## src/rtl/agu_pkg.sv

```systemverilog
package agu_pkg;

  typedef enum logic [1:0] {
    MODE_OFS  = 2'd0,
    MODE_PRE  = 2'd1,
    MODE_POST = 2'd2,
    MODE_LIT  = 2'd3
  } agu_mode_e;

  typedef enum logic [1:0] {
    SRC_IMM = 2'd0,
    SRC_REG = 2'd1,
    SRC_SHR = 2'd2,
    SRC_RSV = 2'd3
  } agu_src_e;

endpackage

```

## src/rtl/agu_offset_gen.sv

```systemverilog
module agu_offset_gen
  import agu_pkg::*;
#(
  parameter int XLEN   = 64,
  parameter int IMM_W  = 12,
  parameter int SIMM_W = 9,
  parameter int SH_W   = 6,
  parameter int SZ_W   = 2
) (
  input  agu_mode_e       mode_i,
  input  agu_src_e        src_i,
  input  logic [XLEN-1:0] index_i,
  input  logic [IMM_W-1:0] imm_i,
  input  logic [SH_W-1:0] shamt_i,
  input  logic [SZ_W-1:0] size_i,
  output logic [XLEN-1:0] offset_o,
  output logic            reject_o
);

  localparam int UEXT_W = XLEN - IMM_W;
  localparam int SEXT_W = XLEN - SIMM_W;

  logic [XLEN-1:0] uimm_scaled;
  logic [XLEN-1:0] simm_ext;
  logic [XLEN-1:0] limm_ext;
  logic [XLEN-1:0] idx_shifted;

  always_comb begin
    uimm_scaled = {{UEXT_W{1'b0}}, imm_i} << size_i;
    simm_ext    = {{SEXT_W{imm_i[SIMM_W-1]}}, imm_i[SIMM_W-1:0]};
    limm_ext    = {{UEXT_W{imm_i[IMM_W-1]}}, imm_i};
    idx_shifted = index_i << shamt_i;
  end

  always_comb begin
    offset_o = '0;
    reject_o = 1'b0;
    unique case (mode_i)
      MODE_LIT: offset_o = limm_ext;
      MODE_PRE, MODE_POST: begin
        // indexing forms carry a short signed immediate only
        if (src_i == SRC_IMM) offset_o = simm_ext;
        else                  reject_o = 1'b1;
      end
      default: begin
        unique case (src_i)
          SRC_IMM: offset_o = uimm_scaled;
          SRC_REG: offset_o = index_i;
          SRC_SHR: offset_o = idx_shifted;
          default: reject_o = 1'b1;
        endcase
      end
    endcase
  end

endmodule

```

## src/rtl/agu_adder.sv

```systemverilog
module agu_adder #(
  parameter int XLEN = 64
) (
  input  logic [XLEN-1:0] a_i,
  input  logic [XLEN-1:0] b_i,
  output logic [XLEN-1:0] sum_o
);

  assign sum_o = a_i + b_i;

endmodule

```

## src/rtl/agu_align_chk.sv

```systemverilog
module agu_align_chk #(
  parameter int XLEN        = 64,
  parameter int ALIGN_BYTES = 16
) (
  input  logic [XLEN-1:0] addr_i,
  input  logic            check_en_i,
  output logic            fault_o
);

  localparam int LSB_W = $clog2(ALIGN_BYTES);

  generate
    if (LSB_W == 0) begin : g_no_align
      assign fault_o = 1'b0;
    end else begin : g_align
      assign fault_o = check_en_i & (|addr_i[LSB_W-1:0]);
    end
  endgenerate

endmodule

```

## src/rtl/agu_top.sv

```systemverilog
module agu_top
  import agu_pkg::*;
#(
  parameter int XLEN        = 64,
  parameter int IMM_W       = 12,
  parameter int SIMM_W      = 9,
  parameter int SH_W        = 6,
  parameter int SZ_W        = 2,
  parameter int SP_ALIGN    = 16
) (
  input  logic [XLEN-1:0]  base_i,
  input  logic [XLEN-1:0]  index_i,
  input  logic [IMM_W-1:0] imm_i,
  input  logic [XLEN-1:0]  pc_i,
  input  logic [1:0]       mode_i,
  input  logic [1:0]       src_i,
  input  logic [SH_W-1:0]  shamt_i,
  input  logic [SZ_W-1:0]  size_i,
  input  logic             sp_base_i,
  output logic [XLEN-1:0]  addr_o,
  output logic [XLEN-1:0]  wb_data_o,
  output logic             wb_en_o,
  output logic             align_fault_o,
  output logic             reject_o
);

  agu_mode_e       mode;
  agu_src_e        src;
  logic [XLEN-1:0] offset;
  logic            rej;
  logic [XLEN-1:0] sum_base;
  logic [XLEN-1:0] sum;
  logic            chk_en;

  assign mode = agu_mode_e'(mode_i);
  assign src  = agu_src_e'(src_i);

  agu_offset_gen #(
    .XLEN  (XLEN),
    .IMM_W (IMM_W),
    .SIMM_W(SIMM_W),
    .SH_W  (SH_W),
    .SZ_W  (SZ_W)
  ) u_ofs (
    .mode_i  (mode),
    .src_i   (src),
    .index_i (index_i),
    .imm_i   (imm_i),
    .shamt_i (shamt_i),
    .size_i  (size_i),
    .offset_o(offset),
    .reject_o(rej)
  );

  assign sum_base = (mode == MODE_LIT) ? pc_i : base_i;

  agu_adder #(.XLEN(XLEN)) u_add (
    .a_i  (sum_base),
    .b_i  (offset),
    .sum_o(sum)
  );

  always_comb begin
    addr_o  = sum;
    wb_en_o = 1'b0;
    if (rej) begin
      addr_o = base_i;
    end else begin
      unique case (mode)
        MODE_PRE:  wb_en_o = 1'b1;
        MODE_POST: begin
          addr_o  = base_i;
          wb_en_o = 1'b1;
        end
        default: ;
      endcase
    end
  end

  assign wb_data_o = sum;
  assign reject_o  = rej;
  assign chk_en    = sp_base_i & ~rej & (mode != MODE_LIT);

  agu_align_chk #(
    .XLEN       (XLEN),
    .ALIGN_BYTES(SP_ALIGN)
  ) u_aln (
    .addr_i    (addr_o),
    .check_en_i(chk_en),
    .fault_o   (align_fault_o)
  );

endmodule

```

## config.mk

```make
export PLATFORM = sky130hd
export DESIGN_NAME = agu_top
export DESIGN_NICKNAME = d
export VERILOG_FILES = /design/src/rtl/agu_pkg.sv /design/src/rtl/agu_offset_gen.sv /design/src/rtl/agu_adder.sv /design/src/rtl/agu_align_chk.sv /design/src/rtl/agu_top.sv
export SDC_FILE = /design/constraint.sdc
export NUM_CORES = 1
export LEC_CHECK = 0
export BUFFER_PORTS_ARGS = -buffer_cell sky130_fd_sc_hd__clkbuf_2
export CORE_AREA = 4 4 145 147
export DETAILED_ROUTE_END_ITERATION = 8
export DIE_AREA = 0 0 149 151
export PLACE_DENSITY = 0.83
export SLEW_MARGIN = 10
export SYNTH_ARGS = -nofsm -noshare
export SYNTH_HDL_FRONTEND = slang
export SYNTH_SLANG_ARGS = --single-unit
```

## constraint.sdc

```tcl
create_clock -name vclk -period 5.85
set_input_delay 0.585 -clock vclk [all_inputs]
set_output_delay 0.585 -clock vclk [all_outputs]
set_load 0.05 [all_outputs]
```

==> reports/qor.tcl, run 1 <==
set qor(min_period_ns) 5.85
set qor(setup.worst_path.end) {addr_o[57]}
set qor(min-delay-start) {base_i[45]}
set qor(power_frac_seq_pct) 0
set qor(rsz0062_at_grt) {true}
set qor(transition_time_of_the_tightest_slew_check_pin_ns) 0.977
set qor(final_layout_fill_cell_count) 1471
set qor(power.share.switching_pct) 60.8
set qor(grt_pass1_vias) 13600
set qor(numPlacedInstances) 2214
set qor(design.core.area_mm2) 0.0199
set qor(routed.top_layer) {met5}
set qor(crit_path_start) {shamt_i[0]}
set qor(first_pass_grt_wire_length_um) 74600
set qor(place.detailed.hpwl_um) 41500
set qor(antenna_found_initial) 1
set qor(intPower_mw) 1.49
set qor(syn-instance-count) 1502
set qor(first_iter_violations) 2179
set qor(route.final.wire_length_um) 51200
set qor(clock.fmax_mhz) 171
set qor(failed_checks) {negative setup slack}
set qor(met3_wirelength_um) 5730
set qor(critical_path.max_fanout) 11
set qor(viasPerCell) 6.62
set qor(post_synth_instance_area_mm2) 0.0105
set qor(hold_violations) 0
set qor(die_extent_in_y_um) 151
set qor(post_synth.cell_area_avg_um2) 6.96
set qor(critical-path-max-stage-delay_ns) 0.55
set qor(total_number_of_nets_in_the_final_design) 2256
set qor(dr_total_vias) 14800
set qor(postRouteAntennaNets) 0
set qor(initial_core_util_pct) 52.5
set qor(final_util_pct) 78.6
set qor(clockBufferCount) 0
set qor(slew_viol_final) 0
set qor(pwr-share-clk_pct) 0
set qor(hold_path_depth) 4
set qor(comb_power_share_pct) 100.0
set qor(critical_path_class) {input pin to primary output}
set qor(cp.required_ns) 5.27
set qor(groute.usage.overall_pct) 41.0
set qor(cp-start-kind) {input pin}
set qor(switching_power_mw) 2.31
set qor(outcome) {complete, but fails checks}
set qor(wl_per_cell_um) 22.9
set qor(seqCellArea_um2) 0
set qor(drv_cap) 0
set qor(final_min_period_over_clock_period_pct) 100
set qor(crit_slowest_cell) {sky130_fd_sc_hd__mux4_2}
set qor(synthesis.yosys.warnings) 0
set qor(cp-end-kind) {primary output}
set qor(place.port_buffers) 348
set qor(grt_overflow) 0
set qor(netlist-cell-type-count) 75
set qor(n_antenna_cell) 0
set qor(totalNegativeSetupSlack_ns) -0.00116
set qor(timing.final.setup_violations) 1
set qor(drt_first_pass_iters) 6
set qor(grt_max_degree) 70
set qor(power_density_over_cell_area_mw_per_mm2) 243
set qor(wl_met2_um) 23100
set qor(routability_cong) 1.05
set qor(areaGrowthSynthToFinish_pct) 49.7
set qor(critical_path_s_most_frequent_cell) {sky130_fd_sc_hd__buf_4}
set qor(cts_hold_buf) 0
set qor(io-pin-count) 348
set qor(syn-num-nets) 1786
set qor(irDropWorstVdd_mv) 0.160
set qor(fp.dieArea_mm2) 0.0225
set qor(worst_ep_arrival_time_ns) 5.27
set qor(slew_headroom_pct) 34.7
set qor(total_leakage_power_nw) 7.23
set qor(min-delay-path-class) {input pin to primary output}
set qor(fp.dieW_um) 149
set qor(ys_seq_area_share_pct) 0
set qor(fp-row-count) 52
set qor(final_layout_size_suffix_gt1_share_pct) 44.9
set qor(numSequentialCells) 0
set qor(layout.cells.non_filler) 2240
set qor(drc) 0
set qor(crit_path_cell_trace) {buf_16 -> buf_16 -> mux4_2 -> mux2_2 -> o21ai_0 -> buf_4 -> mux2i_1 -> a21oi_1 -> nor2_1 -> ha_1 -> nand4_1 -> buf_4 -> or3_1 -> o221ai_2 -> nor3_4 -> o41ai_4 -> buf_4 -> a21o_4 -> a21oi_4 -> o211ai_1 -> clkbuf_16}
set qor(fin_ws_ns) -0.00116
set qor(wl_met1_um) 19500
==> critical path: cells and delay by family <==
kind	cells	cell delay, ns
buffers and inverters	6	1.09
muxes	3	0.96
adders and majority gates	1	0.33
AOI/OAI and AO/OA	7	1.54
and+or+nand+nor	4	0.75
==> area by class of cell <==
cell class	count	area, um^2	area share [%]
Inverter	35	143	0.912
Multi-Input combinational cell	1348	10600	67.8
Tap cell	270	338	2.16
Timing Repair Buffer	587	4560	29.1
==> how the worst min path moves through the flow <==
stage,to
after floorplan,addr_o[43]
after global placement,addr_o[56]
after detailed placement,addr_o[56]
after CTS,addr_o[47]
after global routing,addr_o[53]
final,addr_o[45]
==> cells in the mapped netlist (all sizes together) (16+ instances only) <==
cell type,n,area [um^2]
a211oi,21,158
a21o,27,203
a21oi,119,596
a31oi,37,231
buf,28,148
clkbuf,91,342
ha,66,826
inv,33,124
mux2,137,1550
mux2i,96,961
mux4,38,856
nand2,264,991
nand4,24,150
nor2,119,447
nor3,20,105
o211ai,26,195
o21a,16,120
o21ai,84,420
o21bai,22,165
o22ai,18,113
xnor2,40,350
xor2,19,166
==> cells in the final DEF (no fill, tap or decap), drive strengths merged, types with 38 or more instances in the layout <==
master / count
ha: 66
clkbuf: 301
mux4: 38
nand2: 264
xnor2: 40
a21oi: 119
mux2i: 96
nor2: 119
mux2: 137
o21ai: 84
buf: 286
==> cells by family (layout without fill, tap and decap cells) <==
logic type / count (synthesis) / count (layout) / synth area share, %
muxes: 271 / 271 / 32.2
xor gates and xnor gates: 59 / 59 / 4.94
and+or+nand+nor: 488 / 488 / 20.0
adders and majority gates: 67 / 67 / 8.09
buffers and inverters: 154 / 622 / 5.94
AOI/OAI and AO/OA: 463 / 463 / 28.9
==> stage by stage <==
| step | hold WS [ns] | instance area, um^2 | setup WS (ns) | power [mW] |
|---|---|---|---|---|
| floorplan | 1.38 | 10800 | 0.000915 | 2.19 |
| global placement | 1.53 | 14900 | -0.236 | 3.57 |
| detailed placement | 1.54 | 14900 | -0.272 | 3.60 |
| CTS | 1.54 | 15000 | -0.0524 | 3.63 |
| global route | 1.56 | 15600 | -0.142 | 3.96 |
| finish | 1.53 | 15600 | -0.00116 | 3.80 |
==> power by group through the flow <==
| stage | Clock, mW | Combinational (mW) | Sequential, mW |
|---|---|---|---|
| 2_1_floorplan | 0 | 2.19 | 0 |
| 3_3_place_gp | 0 | 3.57 | 0 |
| 3_5_place_dp | 0 | 3.60 | 0 |
| 4_1_cts | 0 | 3.63 | 0 |
| 5_1_grt | 0 | 3.96 | 0 |
| 6_report | 0 | 3.80 | 0 |
==> per-layer routing <==
layer | vias up | global-route usage (%)
li1 | 6586 | -
met1 | 6797 | 54.7
met2 | 1212 | 67.3
met3 | 230 | 5.83
met4 | 2 | 15.7
met5 | - | 0
==> timing repair <==
action | in CTS | in global routing
setup endpoints to repair | 24 | 67
setup buffers | 2 | 19
pin swaps | 2 | 32
resized for setup | 18 | 118
gates cloned | 1 | 4
No activity file was read; power rests on OpenSTA's default activity.
==> run 2: changes to the inputs <==
==> constraint.sdc (replaced) <==
create_clock -name vclk -period 5.85
set_input_delay 0.8775 -clock vclk [all_inputs]
set_output_delay 0.8775 -clock vclk [all_outputs]
set_load 0.05 [all_outputs]
==> reports/qor.tcl, run 2 <==
set qor(post_synth.cell_area_avg_um2) 6.96 ;# unchanged
set qor(io-pin-count) 348 ;# unchanged
set qor(post-place-ws_ns) -0.905 ;# -0.633 ns
set qor(haltStage) {clock tree synthesis (4_1_cts)}
set qor(first-error) {[ERROR DPL-0033] detailed placement checks failed during check placement.}
set qor(post_synth_instance_area_mm2) 0.0105 ;# unchanged
set qor(syn-instance-count) 1502 ;# unchanged
set qor(ys_seq_area_share_pct) 0 ;# unchanged
set qor(cts_hold_buf) 0 ;# unchanged
set qor(die_extent_in_y_um) 151 ;# unchanged
set qor(netlist-cell-type-count) 75 ;# unchanged
set qor(routability_cong) 1.21 ;# +15%
set qor(place.port_buffers) 348 ;# unchanged
set qor(post_synth_top_area_cell) {sky130_fd_sc_hd__mux2_2}
set qor(synthTopCellsByCount) {264 x sky130_fd_sc_hd__nand2_1, 128 x sky130_fd_sc_hd__mux2_2, 119 x sky130_fd_sc_hd__a21oi_1, 119 x sky130_fd_sc_hd__nor2_1, 96 x sky130_fd_sc_hd__mux2i_1}
set qor(fp.dieW_um) 149 ;# unchanged
set qor(outcome) {stopped before the end}
set qor(cells_taking_the_most_area_after_synthesis) {sky130_fd_sc_hd__mux2_2 14%, sky130_fd_sc_hd__nand2_1 9.5%, sky130_fd_sc_hd__mux2i_1 9.2%, sky130_fd_sc_hd__mux4_2 8.2%, sky130_fd_sc_hd__ha_1 7.9%}
set qor(fp-row-count) 52 ;# unchanged
set qor(post_dp_cell_area_mm2) 0.0178 ;# +20%
set qor(cts.repair_timing.setup_buffer_count) 54 ;# +52
set qor(syn-num-nets) 1786 ;# unchanged
set qor(numPlacedInstances) 2487 ;# +12%
set qor(synthesis.yosys.warnings) 0 ;# unchanged
set qor(post-synth-top-count-cell) {sky130_fd_sc_hd__nand2_1}
set qor(place.detailed.hpwl_um) 52700 ;# +27%
set qor(ctsResizeCount) 280 ;# +262
set qor(yosysTopAreaCellShare_pct) 13.8 ;# unchanged
set qor(initial_core_util_pct) 52.5 ;# unchanged
run 2: cell counts after synthesis:
No cell type changed its count.
run 2: stage by stage:
stage	utilization, %	setup TNS [ns]
global placement	89.5	-16.13
floorplan	-	-5.60
detailed placement	89.5	-42.37
run 2: cell families after synthesis:
logic type,Yosys count,share of synthesized area (%)
and+or+nand+nor,488,20.0
adders and majority gates,67,8.09
AOI/OAI and AO/OA,463,28.9
buffers and inverters,154,5.94
xor gates and xnor gates,59,4.94
muxes,271,32.2
==> run 3: changes to the inputs <==
--- a/config.mk
+++ b/config.mk
@@ -6,10 +6,10 @@
 export NUM_CORES = 1
 export LEC_CHECK = 0
 export BUFFER_PORTS_ARGS = -buffer_cell sky130_fd_sc_hd__clkbuf_2
-export CORE_AREA = 4 4 145 147
+export CORE_AREA = 4 4 167 169
 export DETAILED_ROUTE_END_ITERATION = 8
-export DIE_AREA = 0 0 149 151
-export PLACE_DENSITY = 0.83
+export DIE_AREA = 0 0 171 173
+export PLACE_DENSITY_LB_ADDON = 0.15
 export SLEW_MARGIN = 10
 export SYNTH_ARGS = -nofsm -noshare
 export SYNTH_HDL_FRONTEND = slang
==> reports/qor.tcl, run 3 (synthesized netlist as in run 1, its figures left out) <==
set qor(outcome) {complete, but fails checks}
set qor(failed_checks) {negative setup slack}
set qor(n_antenna_cell) 0
set qor(drc) 0
set qor(seqCellArea_um2) 0
set qor(fp.dieW_um) 171 ;# +15%
set qor(crit_path_start) {shamt_i[0]}
set qor(critPathBufInv) 5
set qor(timing.critical_path.max_delay_family) {compound AO/OA/AOI/OAI gates}
set qor(critical-path-max-stage-delay_ns) 0.53
set qor(initial_core_util_pct) 39.3 ;# -13 points
set qor(final_layout_fill_cell_count) 1808
set qor(final_layout_size_suffix_gt1_share_pct) 62.3
set qor(min-delay-path-class) {input pin to primary output}
set qor(cp-end-kind) {primary output}
set qor(critical_path_class) {input pin to primary output}
set qor(totalNegativeSetupSlack_ns) -14.74
set qor(switching_power_mw) 2.66
set qor(clock.fmax_mhz) 159
set qor(cp.required_ns) 4.97
set qor(fp-row-count) 60 ;# +15%
set qor(grt_pass1_vias) 15900
set qor(cts_hold_buf) 0 ;# unchanged
set qor(total_leakage_power_nw) 9.79
set qor(power_frac_seq_pct) 0
set qor(min-delay-start) {base_i[45]}
set qor(fin_ws_ns) -0.456
set qor(routability_cong) 1.04 ;# -15%
set qor(intPower_mw) 2.35
set qor(comb_power_share_pct) 100.0
set qor(dr_total_vias) 16500
set qor(footprint_of_the_multi_input_gates_mm2) 0.0122
set qor(slew_headroom_pct) 50.6
set qor(hold_violations) 0
set qor(drt_first_pass_iters) 6
set qor(slew_viol_final) 0
set qor(fin_total_pwr_mw) 5.01
set qor(die_extent_in_y_um) 173 ;# +15%
set qor(most_common_cell_after_layout_fill_and_taps_aside) {sky130_fd_sc_hd__buf_4}
set qor(final_min_period_over_clock_period_pct) 108
set qor(post-place-ws_ns) -0.897 ;# +0.00833 ns
set qor(crit_slowest_cell) {sky130_fd_sc_hd__mux4_2}
set qor(irDropWorstVdd_mv) 0.156
set qor(crit_path_cell_trace) {buf_12 -> buf_8 -> mux4_2 -> mux2_2 -> o21ai_2 -> buf_4 -> nor2_1 -> o21ai_0 -> o2111a_1 -> nor2_1 -> ha_1 -> buf_4 -> a21oi_2 -> o21ai_1 -> a21oi_2 -> nand2_2 -> or3_4 -> a31o_4 -> a221oi_4 -> xnor2_4 -> mux2_4 -> buf_8}
set qor(first_iter_violations) 1620
set qor(clockBufferCount) 0
set qor(grt_max_degree) 58
set qor(antenna_found_initial) 0
set qor(min_period_ns) 6.31
set qor(place.detailed.hpwl_um) 45900 ;# -13%
set qor(cp-start-kind) {input pin}
set qor(grt_overflow) 0
set qor(postRouteAntennaNets) 0
set qor(power_density_over_cell_area_mw_per_mm2) 239
set qor(pwr-share-clk_pct) 0
set qor(rsz0062_at_grt) {true}
set qor(whs_ns) 2.11
set qor(power.share.switching_pct) 53.1
set qor(most_frequent_cells_in_the_layout) {609 x sky130_fd_sc_hd__buf_4, 250 x sky130_fd_sc_hd__clkbuf_2, 240 x sky130_fd_sc_hd__nand2_1, 96 x sky130_fd_sc_hd__mux2_2}
set qor(io-pin-count) 348 ;# unchanged
set qor(design.core.area_mm2) 0.0266
set qor(viasPerCell) 6.08
set qor(groute.usage.overall_pct) 34.9
set qor(fp.dieArea_mm2) 0.0296
set qor(place.port_buffers) 348 ;# unchanged
set qor(wl_per_cell_um) 21.3
set qor(drv_cap) 0
set qor(route.final.wire_length_um) 57900
set qor(worst_ep_arrival_time_ns) 5.43
set qor(areaGrowthSynthToFinish_pct) 101
set qor(total_number_of_nets_in_the_final_design) 2659
set qor(numSequentialCells) 0
set qor(critical_path.max_fanout) 6
set qor(transition_time_of_the_tightest_slew_check_pin_ns) 0.739
set qor(timing.final.setup_violations) 61
set qor(first_pass_grt_wire_length_um) 85000
==> run 3: worst paths after layout <==
path                          to  slack (ns)  cells after the start
worst min-delay path  addr_o[45]        2.11                      4
worst max-delay path  addr_o[63]       -0.46                     22
==> run 3: repair_timing <==
item                                    in CTS  in global routing
pin swaps                                   71                111
endpoints found under the setup margin      83                 85
resized for setup                          199                228
cloned                                       3                  0
setup buffers                               63                 33
==> run 3: metrics by stage <==
step	area, um^2	instances	util, %
floorplan	11400	1502	-
global placement	18500	2620	69.6
detailed placement	18500	2620	69.6
CTS	19800	2682	74.5
global route	21000	2714	78.9
finish	21000	2714	78.9
==> run 3: layout make-up <==
class | instances | share of cell area, %
Tap cell | 341 | 2.04
Multi-Input combinational cell | 1348 | 58.3
Timing Repair Buffer | 990 | 39.1
Inverter | 35 | 0.651
==> run 3: metal layers <==
layer | global-route usage [%] | wire [um] | share of wire, %
met1 | 45.6 | 22100 | 38
met2 | 58.6 | 27500 | 48
met3 | 4.89 | 5320 | 9.2
met4 | 12.7 | 2960 | 5.1
met5 | 0 | 0 | 0
==> run 3: power groups by stage <==
stage	registers (mW)	clock network, mW	logic (mW)
4_1_cts	0	0	4.69
3_3_place_gp	0	0	4.38
6_report	0	0	5.01
2_1_floorplan	0	0	2.38
5_1_grt	0	0	5.21
3_5_place_dp	0	0	4.43
